===== src/rtl/prt_pkg.sv =====
// Shared types for the paired-group rename map.
package prt_pkg;
    // Outcome of a rename request in the current cycle.
    typedef enum logic [1:0] {
        REN_IDLE  = 2'd0,
        REN_GRANT = 2'd1,
        REN_STALL = 2'd2
    } ren_outcome_e;
endpackage


===== src/rtl/prt_slot_pick.sv =====
// Lowest-free-slot finder.
// Takes a group's free mask and returns whether any slot is free and the
// index of the lowest free one. Purely combinational.
module prt_slot_pick #(
    parameter int SLOTS = 8,
    localparam int SW = $clog2(SLOTS)
) (
    input  logic [SLOTS-1:0] free_mask_i,
    output logic             any_free_o,
    output logic [SW-1:0]    slot_o
);
    // Scan from the top down so the lowest set bit wins.
    always_comb begin
        any_free_o = |free_mask_i;
        slot_o     = '0;
        for (int i = SLOTS - 1; i >= 0; i--) begin
            if (free_mask_i[i]) slot_o = SW'(i);
        end
    end
endmodule


===== src/rtl/prt_group.sv =====
// Free-slot tracker for one group of physical registers.
// Holds one bit per slot (1 = free). Assumes the caller only allocates a
// free slot and only releases a busy one; both may happen in one cycle.
module prt_group #(
    parameter int SLOTS = 8,
    parameter int RESERVED = 2,
    localparam int SW = $clog2(SLOTS)
) (
    input  logic             clk,
    input  logic             rst_n,
    input  logic             alloc_en_i,
    input  logic [SW-1:0]    alloc_slot_i,
    input  logic             rel_en_i,
    input  logic [SW-1:0]    rel_slot_i,
    output logic [SLOTS-1:0] free_mask_o
);
    localparam logic [SLOTS-1:0] INIT_MASK = ~((SLOTS)'((1 << RESERVED) - 1));

    logic [SLOTS-1:0] clr_vec;
    logic [SLOTS-1:0] set_vec;

    // Decode the one-hot clear and set vectors for this cycle.
    always_comb begin
        clr_vec = '0;
        set_vec = '0;
        if (alloc_en_i) clr_vec[alloc_slot_i] = 1'b1;
        if (rel_en_i)   set_vec[rel_slot_i]   = 1'b1;
    end

    // Apply allocation and release together.
    always_ff @(posedge clk) begin
        if (!rst_n) free_mask_o <= INIT_MASK;
        else        free_mask_o <= (free_mask_o & ~clr_vec) | set_vec;
    end

    p_alloc_free_r3: assert property (@(posedge clk) disable iff (!rst_n)
        alloc_en_i |-> free_mask_o[alloc_slot_i]);
    p_alloc_clears_r3: assert property (@(posedge clk) disable iff (!rst_n)
        (alloc_en_i && !(rel_en_i && rel_slot_i == alloc_slot_i))
        |=> !free_mask_o[$past(alloc_slot_i)]);
    p_release_sets_r7: assert property (@(posedge clk) disable iff (!rst_n)
        rel_en_i |=> free_mask_o[$past(rel_slot_i)]);
    p_both_apply_r8: assert property (@(posedge clk) disable iff (!rst_n)
        (alloc_en_i && rel_en_i && !free_mask_o[rel_slot_i])
        |=> ($countones(free_mask_o) == $countones($past(free_mask_o))));
endmodule


===== src/rtl/prt_index_map.sv =====
// Slot-index store, one entry per architectural register.
// Write takes effect at the clock edge; reads are combinational, so a read
// in the write cycle sees the old index.
module prt_index_map #(
    parameter int ARCH = 128,
    parameter int SW = 3,
    parameter int NUM_SRC = 2,
    localparam int AW = $clog2(ARCH)
) (
    input  logic                  clk,
    input  logic                  rst_n,
    input  logic                  wr_en_i,
    input  logic [AW-1:0]         wr_arch_i,
    input  logic [SW-1:0]         wr_idx_i,
    input  logic [NUM_SRC*AW-1:0] rd_arch_i,
    output logic [NUM_SRC*SW-1:0] rd_idx_o
);
    logic [SW-1:0] idx_q [ARCH];

    // Reset each entry to its parity slot; otherwise store the new index.
    always_ff @(posedge clk) begin
        if (!rst_n) begin
            for (int a = 0; a < ARCH; a++) idx_q[a] <= SW'(a % 2);
        end else if (wr_en_i) begin
            idx_q[wr_arch_i] <= wr_idx_i;
        end
    end

    // One read port per source.
    for (genvar s = 0; s < NUM_SRC; s++) begin : g_rd
        assign rd_idx_o[s*SW +: SW] = idx_q[rd_arch_i[s*AW +: AW]];
    end

    p_write_lands_r4: assert property (@(posedge clk) disable iff (!rst_n)
        wr_en_i |=> (idx_q[$past(wr_arch_i)] == $past(wr_idx_i)));
endmodule


===== src/rtl/pair_rat.sv =====
// Paired-group register alias table (top).
// Architectural registers 2k and 2k+1 share physical group k. Rename takes
// the lowest free slot of the pair's group or stalls; lookups concatenate
// group and slot; releases return slots. Assumes releases name busy slots.
module pair_rat #(
    parameter int ARCH = 128,
    parameter int SLOTS = 8,
    parameter int NUM_SRC = 2,
    localparam int GROUPS = ARCH / 2,
    localparam int AW = $clog2(ARCH),
    localparam int SW = $clog2(SLOTS),
    localparam int GW = $clog2(GROUPS),
    localparam int PW = GW + SW
) (
    input  logic                  clk,
    input  logic                  rst_n,
    input  logic                  ren_valid_i,
    input  logic [AW-1:0]         ren_arch_i,
    output logic                  ren_grant_o,
    output logic                  ren_stall_o,
    output logic [PW-1:0]         ren_phys_o,
    input  logic [NUM_SRC*AW-1:0] src_arch_i,
    output logic [NUM_SRC*PW-1:0] src_phys_o,
    input  logic                  rel_valid_i,
    input  logic [PW-1:0]         rel_phys_i
);
    import prt_pkg::*;

    logic [SLOTS-1:0]       free_masks [GROUPS];
    logic [GW-1:0]          ren_group;
    logic [GW-1:0]          rel_group;
    logic [SLOTS-1:0]       sel_mask;
    logic                   sel_any;
    logic [SW-1:0]          sel_slot;
    ren_outcome_e           outcome;
    logic [NUM_SRC*SW-1:0]  src_idx;

    assign ren_group = ren_arch_i[AW-1:1];
    assign rel_group = rel_phys_i[PW-1:SW];
    assign sel_mask  = free_masks[ren_group];

    prt_slot_pick #(.SLOTS(SLOTS)) u_pick (
        .free_mask_i (sel_mask),
        .any_free_o  (sel_any),
        .slot_o      (sel_slot)
    );

    // Classify the rename request.
    always_comb begin
        if (!ren_valid_i)  outcome = REN_IDLE;
        else if (sel_any)  outcome = REN_GRANT;
        else               outcome = REN_STALL;
    end

    assign ren_grant_o = (outcome == REN_GRANT);
    assign ren_stall_o = (outcome == REN_STALL);
    assign ren_phys_o  = {ren_group, sel_slot};

    // One free-slot tracker per group.
    for (genvar g = 0; g < GROUPS; g++) begin : g_grp
        prt_group #(.SLOTS(SLOTS), .RESERVED(2)) u_grp (
            .clk          (clk),
            .rst_n        (rst_n),
            .alloc_en_i   (ren_grant_o && (ren_group == GW'(g))),
            .alloc_slot_i (sel_slot),
            .rel_en_i     (rel_valid_i && (rel_group == GW'(g))),
            .rel_slot_i   (rel_phys_i[SW-1:0]),
            .free_mask_o  (free_masks[g])
        );
    end

    prt_index_map #(.ARCH(ARCH), .SW(SW), .NUM_SRC(NUM_SRC)) u_map (
        .clk       (clk),
        .rst_n     (rst_n),
        .wr_en_i   (ren_grant_o),
        .wr_arch_i (ren_arch_i),
        .wr_idx_i  (sel_slot),
        .rd_arch_i (src_arch_i),
        .rd_idx_o  (src_idx)
    );

    // Build each source physical number from pair group and slot index.
    for (genvar s = 0; s < NUM_SRC; s++) begin : g_src
        assign src_phys_o[s*PW +: PW] =
            {src_arch_i[s*AW+1 +: AW-1], src_idx[s*SW +: SW]};
    end

    p_grant_stall_excl_r6: assert property (@(posedge clk) disable iff (!rst_n)
        $onehot0({ren_grant_o, ren_stall_o}));
    p_idle_quiet_r9: assert property (@(posedge clk) disable iff (!rst_n)
        !ren_valid_i |-> !(ren_grant_o || ren_stall_o));
    p_stall_holds_mask_r6: assert property (@(posedge clk) disable iff (!rst_n)
        (ren_stall_o && !(rel_valid_i && rel_group == ren_group))
        |=> $stable(ren_stall_o) || !ren_valid_i || ($past(ren_arch_i) != ren_arch_i)
            || (free_masks[ren_group] == '0));
endmodule


===== config.mk =====
export PLATFORM = sky130hd
export DESIGN_NAME = pair_rat
export DESIGN_NICKNAME = d
export VERILOG_FILES = /design/src/rtl/prt_pkg.sv /design/src/rtl/prt_slot_pick.sv /design/src/rtl/prt_group.sv /design/src/rtl/prt_index_map.sv /design/src/rtl/pair_rat.sv
export SDC_FILE = /design/constraint.sdc
export NUM_CORES = 2
export LEC_CHECK = 0
export BUFFER_PORTS_ARGS = -buffer_cell sky130_fd_sc_hd__buf_2
export CAP_MARGIN = 40
export CORE_MARGIN = 1.5
export CORE_UTILIZATION = 30
export DETAILED_ROUTE_END_ITERATION = 8
export GPL_ROUTABILITY_DRIVEN = 0
export HOLD_SLACK_MARGIN = 0.12
export PLACE_DENSITY = 0.55
export SYNTH_ARGS = -nofsm -noshare
export SYNTH_HDL_FRONTEND = slang
export SYNTH_HIERARCHICAL = 1
export SYNTH_SLANG_ARGS = --single-unit

===== constraint.sdc =====
create_clock -name clk -period 94.8 [get_ports clk]
set_input_delay 9.48 -clock clk [delete_from_list [all_inputs] [get_ports clk]]
set_output_delay 9.48 -clock clk [all_outputs]
set_load 0.02 [all_outputs]

==> run metrics <==
Worst EP required=85.32 ns; IO Port Bufs=62; wire per inst=24.8 um; largest net degree at the start of global routing=243; via/cell ratio=5.91; Setup crit end kind=output pin; crit path setup slack, layout=71.11 ns; post-DP HPWL=105000 um; Worst Hold Launch=g_grp[19].u_grp/free_mask_o[0]; postcts setup bufs=0; Slew Limit Fails=0; Synth cell types=42; Worst R2R Start=g_grp[31].u_grp/free_mask_o[5]; P_leak=22.8 nW; H-tree depth=3; Cell Pwr Density=16.6 nW/um^2; Max Cap Viol=0; Pre-antenna DRT Iters=5; final std cells w/o fill=6731; Hold Fails Final Rpt=0; power share of the sequential group=43.7%; Top Ports=63; final core utilization=33.8%; syn_area_per_cell=11.2 sq um; switching part of the total=27.3%; Hold Path Class=reg2reg; Routed WL=167000 um; RSZ-0062 raised after global routing=false; gr usage total=19.1%; clock power share=43.5%; clock buffer depth=3; Crit. Startpoint=ren_arch_i[1]; synthesis-to-finish area growth=11.9%; Synth Warn #=6; DRC=0; maximum vdd drop=0.0000150 V; slew margin rel.=21.6%; drt initial violations=4456; register area=21800 sq um; Starting Density=30.2%; die height=414 um; Root Driver=clkbuf_16; NumNets Final=4479; core footprint=167000 sq um; cts bufs inserted=99; Psw=256 uW; status=completed; initial antenna violation count=2; Synth Cell Area=50600 sq um; CTS sink cnt=896; via count=39800; Post-Syn Nets=4561; #FFs+latches synth=896; CTS tree=built; share of layout cells above drive strength 1=17.1%; Internal Power=681 uW; # fillers=16600; Placed Cells=6548; Arrival @ worst endpoint=14.21 ns; fin crit period=23.69 ns; CTS Hold Bufs=0; Die W=414 um; Rows=150; Clock Latency Late Sink=0.72 ns; Final Total Pwr=938 uW; area of the multi-input gates=25800 sq um; crit start category=input port; vias in the first global route=38000; clock transition at the registers of the reported paths=0.06 ns; GRT overflow=0; skew final=0.0244 ns; combinational power share=12.7%; Post-Place Worst Slack=71.12 ns; critical path type=in2out; Setup TNS Final=0 ns; overall die area=171000 sq um; first-pass GRT wire length=252000 um; Slew @ Worst Pin=1.18 ns; period utilization=25.0%; crit-path max FO=43; final setup violation count=0; antenna viol nets, final=0; sequential area share after synthesis=43.0%; fmax=0.0422 GHz; Syn Inst Count=4527; post_cts resized=0
-- layout make-up --
type | instances | share of cell area, %
clock buffer | 133 | 4.96
clock inverter | 49 | 1.00
antenna | 1 | 0.00442
sequential | 896 | 38.5
inverter | 385 | 2.55
multi-input combinational | 2909 | 45.5
timing repair buffer | 154 | 2.64
tap | 2204 | 4.87
-- registers in the layout, summed over array words and instances (netlist names) --
name and flops:
g_grp.u_grp/free_mask_o 512, u_map/idx_q 384
-- final timing paths --
path	end	slack (ns)	cells after the start
hold / removal	g_grp[19].u_grp/free_mask_o[0]	0.47	2
setup / recovery	ren_stall_o	71.11	13
hold reg to reg	g_grp[19].u_grp/free_mask_o[0]	0.47	2
setup reg to reg	g_grp[44].u_grp/free_mask_o[2]	88.43	14
-- cells in the mapped netlist, drive strengths merged --
cell type | instances | area share, %
a22oi | 64 | 0.95
nand2 | 516 | 3.8
edfxtp | 384 | 23
nor4 | 7 | 0.099
nor2 | 152 | 1.1
buf | 135 | 1.9
and3b | 1 | 0.017
o221ai | 384 | 6.6
and4 | 64 | 1.1
clkbuf | 202 | 1.5
nor3 | 7 | 0.069
nand3b | 6 | 0.089
o21ai | 13 | 0.13
or2 | 55 | 0.68
or3 | 11 | 0.14
o22ai | 128 | 1.6
mux2 | 6 | 0.13
nor3b | 2 | 0.030
and3 | 304 | 3.8
nand4 | 3 | 0.037
and2 | 23 | 0.28
mux4 | 380 | 17
dfxtp | 512 | 20
and4b | 192 | 3.8
nor4b | 65 | 1.1
o41ai | 1 | 0.017
or3b | 67 | 1.2
inv | 385 | 2.9
nand2b | 199 | 2.5
nor2b | 10 | 0.12
or4 | 8 | 0.12
o21bai | 1 | 0.015
nand3 | 14 | 0.14
a21boi | 1 | 0.015
nor4bb | 192 | 3.8
a21oi | 33 | 0.33
-- metal layers --
| layer | share of wire, % | vias to the layer above | track usage [%] |
|---|---|---|---|
| li1 | - | 17600 | - |
| met1 | 43 | 20200 | 26.6 |
| met2 | 45 | 1693 | 29.4 |
| met3 | 6.8 | 298 | 2.78 |
| met4 | 4.5 | 0 | 8.14 |
| met5 | 0 | - | 0 |
-- power by group through the flow --
| stage | clock network [mW] | registers (mW) | logic [mW] |
|---|---|---|---|
| after detailed placement | 0 | 0.418 | 0.118 |
| after global placement | 0 | 0.418 | 0.114 |
| after CTS | 0.416 | 0.410 | 0.118 |
| after floorplan | 0 | 0.416 | 0.0871 |
| after global routing | 0.431 | 0.410 | 0.126 |
| final | 0.408 | 0.410 | 0.119 |
-- cells by family after synthesis --
group / count (synthesis) / share of synthesized area, %
AO/OA/AOI/OAI: 625 / 9.68
buffers and inverters: 722 / 6.24
flip-flops: 896 / 43.0
multiplexers: 386 / 17.0
AND/OR/NAND/NOR: 1898 / 24.0
-- worst max-delay path, cell delays in order --
cell and delay, ns:
buf_8 0.33, buf_4 0.37, buf_16 0.31, buf_4 0.42
buf_16 0.29, mux4_2 0.53, a22oi_1 0.21, a21oi_1 0.17
or4_1 0.63, nor4_2 0.37, nand3_1 0.16, nor2b_1 0.56
buf_2 0.29
-- cells in the final DEF (no fill, tap or decap), types with 16 or more instances in the layout --
master,instances
and4_1,64
and2_1,19
a22oi_1,64
buf_2,53
or3b_1,64
and3_1,304
a21oi_1,33
and4b_1,192
edfxtp_1,384
nand2b_1,199
inv_1,385
clkbuf_1,16
dfxtp_1,512
mux4_2,380
clkbuf_8,18
o22ai_1,128
or2_2,55
o221ai_1,384
buf_16,17
nor4b_1,65
clkbuf_16,101
buf_4,68
nand2_1,516
nor2_1,147
nor4bb_1,192
-- per-stage QoR --
| stage | hold WS, ns | cell area, sq um |
|---|---|---|
| floorplan | 0.443 | 50600 |
| global placement | 0.454 | 52700 |
| detailed placement | 0.460 | 53200 |
| CTS | 0.471 | 56600 |
| global route | 0.489 | 56600 |
| finish | 0.470 | 56600 |
Power figures use the tool's default switching activity.
